--- config.mk ---
export PLATFORM = sky130hd
export DESIGN_NAME = stereo_mono_split
export DESIGN_NICKNAME = d
export VERILOG_FILES = /design/src/rtl/sms_pkg.sv /design/src/rtl/sms_slot_tracker.sv /design/src/rtl/sms_bit_delay.sv /design/src/rtl/sms_lane.sv /design/src/rtl/stereo_mono_split.sv
export SDC_FILE = /design/constraint.sdc
export NUM_CORES = 1
export LEC_CHECK = 0
export ABC_AREA = 1
export BUFFER_PORTS_ARGS = -buffer_cell sky130_fd_sc_hd__buf_2
export CORE_MARGIN = 2
export CORE_UTILIZATION = 51
export CTS_CLUSTER_DIAMETER = 40
export DETAILED_ROUTE_END_ITERATION = 12
export GPL_ROUTABILITY_DRIVEN = 0
export PLACE_DENSITY_LB_ADDON = 0.3
export SYNTH_ARGS = -nofsm -noshare
export SYNTH_HDL_FRONTEND = slang
export SYNTH_SLANG_ARGS = --single-unit
export TNS_END_PERCENT = 5
--- constraint.sdc ---
create_clock -name clk -period 1.05 [get_ports clk]
set_clock_uncertainty 0.05 [all_clocks]
set_input_delay 0.0525 -clock clk [delete_from_list [all_inputs] [get_ports clk]]
set_output_delay 0.0525 -clock clk [all_outputs]
set_load 0.02 [all_outputs]
--- src/rtl/sms_pkg.sv ---
package sms_pkg;

  typedef enum logic {
    MODE_SIMUL = 1'b0,
    MODE_ALT   = 1'b1
  } split_mode_e;

  // bit clocks that move an I2S-placed word to the right-justified place
  function automatic int unsigned align_shift(int unsigned slot_len, int unsigned data_w);
    return slot_len - data_w - 1;
  endfunction

  // true for slot positions that hold a right-justified word bit
  function automatic logic word_window(int unsigned pos, int unsigned slot_len,
                                       int unsigned data_w);
    return (pos >= slot_len - data_w) && (pos <= slot_len - 1);
  endfunction

endpackage

--- src/rtl/sms_slot_tracker.sv ---
module sms_slot_tracker #(
  parameter int SLOT_LEN = 32,
  parameter int POS_W    = 5
) (
  input  logic             clk,
  input  logic             rst,
  input  logic             ws,
  output logic [POS_W-1:0] pos_now,
  output logic             ready
);
  localparam logic [POS_W-1:0] LAST_POS = POS_W'(SLOT_LEN - 1);

  logic             ws_q;
  logic [POS_W-1:0] pos_q;
  logic             seen_rise_q;
  logic             ready_q;

  logic ws_flip, ws_rise, ws_fall;
  assign ws_flip = ws ^ ws_q;
  assign ws_rise = ws & ~ws_q;
  assign ws_fall = ~ws & ws_q;

  always_comb begin
    if (ws_flip)
      pos_now = '0;
    else if (pos_q == LAST_POS)
      pos_now = pos_q;
    else
      pos_now = pos_q + 1'b1;
  end

  always_ff @(posedge clk) begin
    if (rst) begin
      ws_q        <= 1'b0;
      pos_q       <= LAST_POS;
      seen_rise_q <= 1'b0;
      ready_q     <= 1'b0;
    end else begin
      ws_q  <= ws;
      pos_q <= pos_now;
      if (ws_rise)
        seen_rise_q <= 1'b1;
      if (ws_fall && seen_rise_q)
        ready_q <= 1'b1;
    end
  end

  assign ready = ready_q;

endmodule

--- src/rtl/sms_bit_delay.sv ---
module sms_bit_delay #(
  parameter int DEPTH = 7
) (
  input  logic clk,
  input  logic rst,
  input  logic din,
  output logic dout
);
  generate
    if (DEPTH == 0) begin : g_wire
      assign dout = din;
    end else if (DEPTH == 1) begin : g_one
      logic q;
      always_ff @(posedge clk) begin
        if (rst) q <= 1'b0;
        else     q <= din;
      end
      assign dout = q;
    end else begin : g_chain
      logic [DEPTH-1:0] q;
      always_ff @(posedge clk) begin
        if (rst) q <= '0;
        else     q <= {q[DEPTH-2:0], din};
      end
      assign dout = q[DEPTH-1];
    end
  endgenerate

endmodule

--- src/rtl/sms_lane.sv ---
module sms_lane (
  input  logic clk,
  input  logic rst,
  input  logic open,
  input  logic bit_in,
  input  logic ws_src,
  input  logic ws_inv,
  output logic sd,
  output logic ws
);
  always_ff @(posedge clk) begin
    if (rst) begin
      sd <= 1'b0;
      ws <= 1'b0;
    end else begin
      sd <= open & bit_in;
      ws <= ws_src ^ ws_inv;
    end
  end

endmodule

--- src/rtl/stereo_mono_split.sv ---
module stereo_mono_split #(
  parameter int DATA_W   = 24,
  parameter int SLOT_LEN = 32
) (
  input  logic clk,
  input  logic rst,
  input  logic alt_mode,
  input  logic ws_in,
  input  logic sd_in,
  output logic sd_left,
  output logic sd_right,
  output logic ws_left,
  output logic ws_right
);
  import sms_pkg::*;

  localparam int SHIFT = int'(align_shift(SLOT_LEN, DATA_W));
  localparam int POS_W = $clog2(SLOT_LEN);
  localparam int LANES = 2;   // lane 0 = left, lane 1 = right

  split_mode_e      mode_q;
  logic             alt_q;
  logic [POS_W-1:0] pos_now;
  logic             ready;
  logic             in_word;
  logic             tap_rj;
  logic             tap_buf;
  logic             left_open;
  logic             right_open;

  // mode is only taken while reset is held
  always_ff @(posedge clk) begin
    if (rst)
      mode_q <= alt_mode ? MODE_ALT : MODE_SIMUL;
  end
  assign alt_q = (mode_q == MODE_ALT);

  sms_slot_tracker #(.SLOT_LEN(SLOT_LEN), .POS_W(POS_W)) u_track (
    .clk     (clk),
    .rst     (rst),
    .ws      (ws_in),
    .pos_now (pos_now),
    .ready   (ready)
  );

  sms_bit_delay #(.DEPTH(SHIFT)) u_align (
    .clk  (clk),
    .rst  (rst),
    .din  (sd_in),
    .dout (tap_rj)
  );

  sms_bit_delay #(.DEPTH(SLOT_LEN)) u_hold (
    .clk  (clk),
    .rst  (rst),
    .din  (tap_rj),
    .dout (tap_buf)
  );

  assign in_word    = word_window(int'(pos_now), SLOT_LEN, DATA_W);
  assign right_open = ready & in_word & ws_in;
  assign left_open  = ready & in_word & (alt_q ? ~ws_in : ws_in);

  logic [LANES-1:0] lane_open, lane_bit, lane_inv, lane_sd, lane_ws;
  assign lane_open = {right_open, left_open};
  assign lane_bit  = {tap_rj, (alt_q ? tap_rj : tap_buf)};
  assign lane_inv  = {1'b0, alt_q};

  generate
    for (genvar g = 0; g < LANES; g++) begin : g_lane
      sms_lane u_lane (
        .clk    (clk),
        .rst    (rst),
        .open   (lane_open[g]),
        .bit_in (lane_bit[g]),
        .ws_src (ws_in),
        .ws_inv (lane_inv[g]),
        .sd     (lane_sd[g]),
        .ws     (lane_ws[g])
      );
    end
  endgenerate

  assign sd_left  = lane_sd[0];
  assign sd_right = lane_sd[1];
  assign ws_left  = lane_ws[0];
  assign ws_right = lane_ws[1];

endmodule

; ---- Yosys cells after proc, flatten, opt, wreduce, memory -nomap -nowiden
; Cells that the tools add are included.
[word_totals]
regBits = 51
out_inout_bits = 4
wordCells = 30
[classes]
n_addsub = 1
n_lt_le_gt_ge = 1
eq_ne = 1
n_mux = 5
bitwise = 11
n_reduce_logical = 1
[op_table]
columns = op, count
row1 = $mux W5, 2
row2 = $and A1 B1 Y1, 7
row3 = $add A5 B1 Y5 const B, 1
row4 = $eq A5 B5 Y1 const B, 1
row5 = $ge A5 B4 Y1 const B, 1
row6 = $mux W1, 3
row7 = $not A1 Y1, 2
row8 = $xor A1 B1 Y1, 2
row9 = $logic_and A1 B1 Y1, 1

; ---- Depth between registers and ports, before layout
[depth]
ltp_word = 7
depth_mapped = 7

; ---- By module
; Synthesis repeated with hierarchy kept, for this count alone.
[hier_totals]
hier_cells = 204
hier_area_um2 = 1704.1
[by_module_without_submodules]
columns = mod, n_inst, cells_each, area_each_um2, seq_area_each_um2
row1 = sms_bit_delay (u_hold), 1, 99, 914.6, 640.6
row2 = sms_slot_tracker, 1, 53, 387.9, 160.2
row3 = sms_bit_delay (u_align), 1, 21, 192.7, 140.1
row4 = sms_lane, 2, 9, 66.3, 40.0
row5 = stereo_mono_split, 1, 13, 76.3, 30.0

; ---- Least setup slack after synthesis
; Ideal clock, no wire load.
[synth_timing]
path_type = register -> register
start = register, netlist name g_lane[1].u_lane.ws
end = register g_lane[0].u_lane.sd
setup_time_ps = 118
arrival_ps = 1025
path_slack_ps = -143
stages_incl_launch_ff = 6
synth_period_minus_slack_ps = 1193
path_cell_list = dfxtp_1 -> ha_1 -> o21ai_1 -> nand2_1 -> nand2_1 -> nor2_1
[synth_lines]
columns = element, line
row1 = "end signal, assigned", sms_lane.sv:16  ; sd <= open & bit_in;
row2 = "end, declared", sms_lane.sv:8  ; output logic sd,

; ---- Final worst setup path
[layout_timing]
start = register u_track.pos_q[1]
end = register g_lane[0].u_lane.sd
[layout_between]
elab_chain_len = 7
[layout_lines]
columns = element, line
row1 = "start, declared", sms_slot_tracker.sv:14  ; logic [POS_W-1:0] pos_q;
row2 = "start signal, assigned", sms_slot_tracker.sv:40  ; pos_q <= pos_now;
row3 = $add A5 B1 Y5 or $eq A5 B5 Y1 (tied branches), "sms_slot_tracker.sv:29, sms_slot_tracker.sv:26"
row4 = $mux W5 (*), sms_slot_tracker.sv:26  ; else if (pos_q == LAST_POS)
row5 = $mux W5 (*), sms_slot_tracker.sv:24  ; if (ws_flip)
row6 = $ge A5 B4 Y1 (*), sms_pkg.sv:16  ; return (pos >= slot_len - data_w) && (pos <= slot_len - 1);
row7 = $and A1 B1 Y1 (*) (2 in a row), stereo_mono_split.sv:62  ; assign left_open = ready & in_word & (alt_q ? ~ws_in : ws_in);
row8 = $and A1 B1 Y1 (*), sms_lane.sv:16
; Every way passes the cells marked *; elsewhere a longest branch is shown, timed or not.
; A chain may end at the register's enable or synchronous reset.

==> results.yml <==
global_route:
  grt_util_all_layers_pct: 14.9
  grt_start_max_net_pins: 41
  global_route.usage.met3_pct: 7.79
  globalRouteOverflowTotal: 0
  grt_pass1_vias: 951
  grt_most_used_layer: "met2"
  grtUsageMet2_pct: 24.4
  antenna_found_initial: 0
  grt_first_pass_wirelength_mm: 3.80
  global_route_met1_utilization_pct: 15.4
power_and_ir_drop:
  p_per_area_mw_per_mm2: 1780
  post-layout-total-power_mw: 3.36
  maximum_vdd_drop_mv: 1.08
  power.static_leakage_nw: 0.787
floorplanning:
  die_height_um: 59.9
  fp.dieW_um: 59.9
  floorplan.initialDensity_pct: 53.1
  ioPinCount: 9
  core_area_mm2: 0.00300
  rows: 20
  dieArea_mm2: 0.00359
finish:
  multi_input_comb_area_um2: 410
  sequential_cell_area_mm2: 0.00104
  synthToLayoutAreaGrowth_pct: 18.6
  diode_insertion_count_for_antenna_repair: 0
  final_nets: 207
  fraction_of_final_layout_cells_sized_beyond_drive_strength_1_pct: 20.0
  design_area_mm2: 0.00189
  layout.filler_cells: 248
status:
  status: "finished, violations left"
  violated_checks: "setup timing"
routing:
  via_count: 1017
  drtAntennaViolNets: 0
  route.final.wire_length_mm: 2.30
  routed_wire_length_per_instance_um: 9.85
  drt-initial-drc-count: 31
  firstDrtPassIters: 4
  dr_vias_cell: 4.36
  drc: 0
cts:
  tritoncts: "done"
  cts_buffer_count: 5
  cts_max_path_buffers: 2
  cts-htree-levels: 2
  clock_pin_transition_on_the_worst_setup_and_hold_timing_paths_ns: 0.13
  clock-root-buffer: "sky130_fd_sc_hd__clkbuf_4"
  clock_insertion_delay_at_the_later_pin_of_the_skew_report_ns: 0.35
  clkSinkCount: 51
min_path:
  worst_hold_path_type: "in2reg"
  number_of_stages_on_the_worst_hold_path: 3
placed_design:
  dpl-instance-area_mm2: 0.00172
  dp_slack_ns: -0.117
  place.port_buffers: 8
  place.detailed.hpwl_mm: 1.47
synth:
  netlist.top_cell.by_area: "sky130_fd_sc_hd__dfxtp_1"
  syn-cell-area_mm2: 0.00159
  synth_cell_types: 18
  synth.ff_latch_count: 51
  ys_seq_area_share_pct: 64.7
  syn_inst: 179
  synth_top_area_share_pct: 62.8
  main_area_contributors_after_synthesis: "sky130_fd_sc_hd__dfxtp_1 63%, sky130_fd_sc_hd__nor2_1 12%, sky130_fd_sc_hd__inv_1 10%"
  syn-mean-instance-area_um2: 8.91
  yosys_warnings: 0
  postSynthNetCount: 187
critical_path:
  critPathMaxStageDelay_ns: 0.38
  critPathLaunchType: "flop"
  worst-setup-path-type: "reg2reg"
  cp_num_buf_inv: 0
  worst_path_dominant_cell_family: "flip-flops"
  critical_path_s_most_frequent_cell: "sky130_fd_sc_hd__nand2_2"
  worstPathRequired_ns: 1.26
  crit_path_cell_trace: "ha_4 > nand2_2 > nor2_2 > o21ai_2 > nand2_2 > nand2_2 > nor2_1"
  crit_cells: 7
  critPathArrivalTime_ns: 1.38
  critical-path-slowest-cell: "sky130_fd_sc_hd__dfxtp_4"
  setup.reg_to_reg.worst_slack_ns: -0.12
  cp_max_fo: 3
  rr_worst_depth: 7
  end_kind: "flop"
sta:
  final-setup-viol-count: 5
  final_count_of_hold_timing_violations: 0
  worst_slew_margin_rel_pct: 89.1
  min_period_over_period_pct: 112
  final.hold.worst_slack_ns: 0.0215
  timing.fmax_mhz: 854
  worst-slew-pin-transition_ns: 0.163
  post-route-min-period_ns: 1.17
  final-max-slew-violation-count: 0
  post-route-worst-setup-slack_ns: -0.121
  rsz0062_at_grt: "true"
job:
  max_cap_violations: 0
==> path summary, 6_finish.rpt <==
kind                            start                  end
setup / recovery     u_track.pos_q[1]  g_lane[0].u_lane.sd
hold / removal                  ws_in  g_lane[0].u_lane.ws
setup reg to reg     u_track.pos_q[1]  g_lane[0].u_lane.sd
hold reg to reg   u_hold.g_chain.q[3]  u_hold.g_chain.q[4]
==> cell usage after synthesis <==
library cell,instances
sky130_fd_sc_hd__dfxtp_1,50
sky130_fd_sc_hd__nor2_1,49
sky130_fd_sc_hd__inv_1,44
sky130_fd_sc_hd__nand2_1,12
sky130_fd_sc_hd__o21ai_1,6
sky130_fd_sc_hd__clkbuf_1,4
sky130_fd_sc_hd__ha_1,3
sky130_fd_sc_hd__a21oi_1,1
sky130_fd_sc_hd__a21oi_2,1
sky130_fd_sc_hd__buf_6,1
sky130_fd_sc_hd__clkinv_2,1
sky130_fd_sc_hd__edfxtp_1,1
sky130_fd_sc_hd__nand2_2,1
sky130_fd_sc_hd__nand3_1,1
sky130_fd_sc_hd__nand3_2,1
sky130_fd_sc_hd__nand4_1,1
sky130_fd_sc_hd__nand4_4,1
sky130_fd_sc_hd__o211ai_1,1
==> where the power goes <==
| part | internal [mW] | leakage (nW) | total (mW) | switching (mW) |
|---|---|---|---|---|
| Combinational | 0.136 | 0.325 | 0.285 | 0.149 |
| Clock | 0.468 | 0.0464 | 1.04 | 0.573 |
| Sequential | 1.99 | 0.416 | 2.03 | 0.0433 |
| Total | 2.59 | 0.787 | 3.36 | 0.765 |
==> cell families after synthesis <==
family	Yosys count	synth area share, %
adder cells (fa/ha/maj)	3	2.36
AND/OR/NAND/NOR	66	17.4
AO/OA/AOI/OAI	9	3.22
flip-flops	51	64.7
buffers and inverters	50	12.3
==> area by class of cell <==
type	count	share of cell area (%)
repair buffers	18	7.74
inverters	45	9.00
multi-input cells	78	21.7
clock inverters	1	0.265
flip-flops and latches	51	55.1
clock buffers	7	4.04
well taps	33	2.18
==> cell usage in the layout, fill, tap and decap left out, types with 2 or more instances in the layout <==
cell,count
sky130_fd_sc_hd__buf_4,4
sky130_fd_sc_hd__o21ai_1,5
sky130_fd_sc_hd__nand2_2,4
sky130_fd_sc_hd__nor2_1,46
sky130_fd_sc_hd__dfxtp_1,46
sky130_fd_sc_hd__nand2_1,9
sky130_fd_sc_hd__buf_2,7
sky130_fd_sc_hd__dfxtp_4,2
sky130_fd_sc_hd__inv_1,43
sky130_fd_sc_hd__dlygate4sd3_1,5
sky130_fd_sc_hd__nor2_2,3
sky130_fd_sc_hd__ha_4,2
sky130_fd_sc_hd__clkbuf_4,5
sky130_fd_sc_hd__clkinv_2,2
sky130_fd_sc_hd__dfxtp_2,2
==> per-stage QoR <==
stage / util, % / TNS, ns / instances
6_report: 63.0 / -0.413 / 233
5_1_grt: 63.0 / -0.815 / 233
4_1_cts: 62.3 / -0.422 / 233
3_5_place_dp: 57.1 / -0.226 / 218
3_3_place_gp: 57.1 / -0.0954 / 218
2_1_floorplan: - / -0.0173 / 179
==> sequential cells by signal, indices dropped and copies added, names as in the netlist <==
name,count
alt_q,1
u_align.g_chain.q,7
g_lane.u_lane.sd,2
g_lane.u_lane.ws,2
u_track.ready,1
u_track.pos_q,5
u_hold.g_chain.q,32
u_track.seen_rise_q,1
==> worst reg2reg max path: stages (launching register included) <==
cell and delay [ns]:
sky130_fd_sc_hd__dfxtp_4 0.38, sky130_fd_sc_hd__ha_4 0.18, sky130_fd_sc_hd__nand2_2 0.07, sky130_fd_sc_hd__nor2_2 0.04, sky130_fd_sc_hd__o21ai_2 0.16, sky130_fd_sc_hd__nand2_2 0.08
sky130_fd_sc_hd__nand2_2 0.08, sky130_fd_sc_hd__nor2_1 0.04
==> routing by layer <==
metal	wire length, µm	vias up
li1	-	549
met1	1040	451
met2	1120	13
met3	90	4
met4	38	0
met5	0	-
==> timing repair <==
item	in CTS	in global routing
gates resized for setup	3	9
hold buffers	5	0
pin swaps	6	5
endpoints found under the hold margin	12	0
setup buffers	2	0
setup endpoints to repair	4	7
No activity file was read; power rests on OpenSTA's default activity.
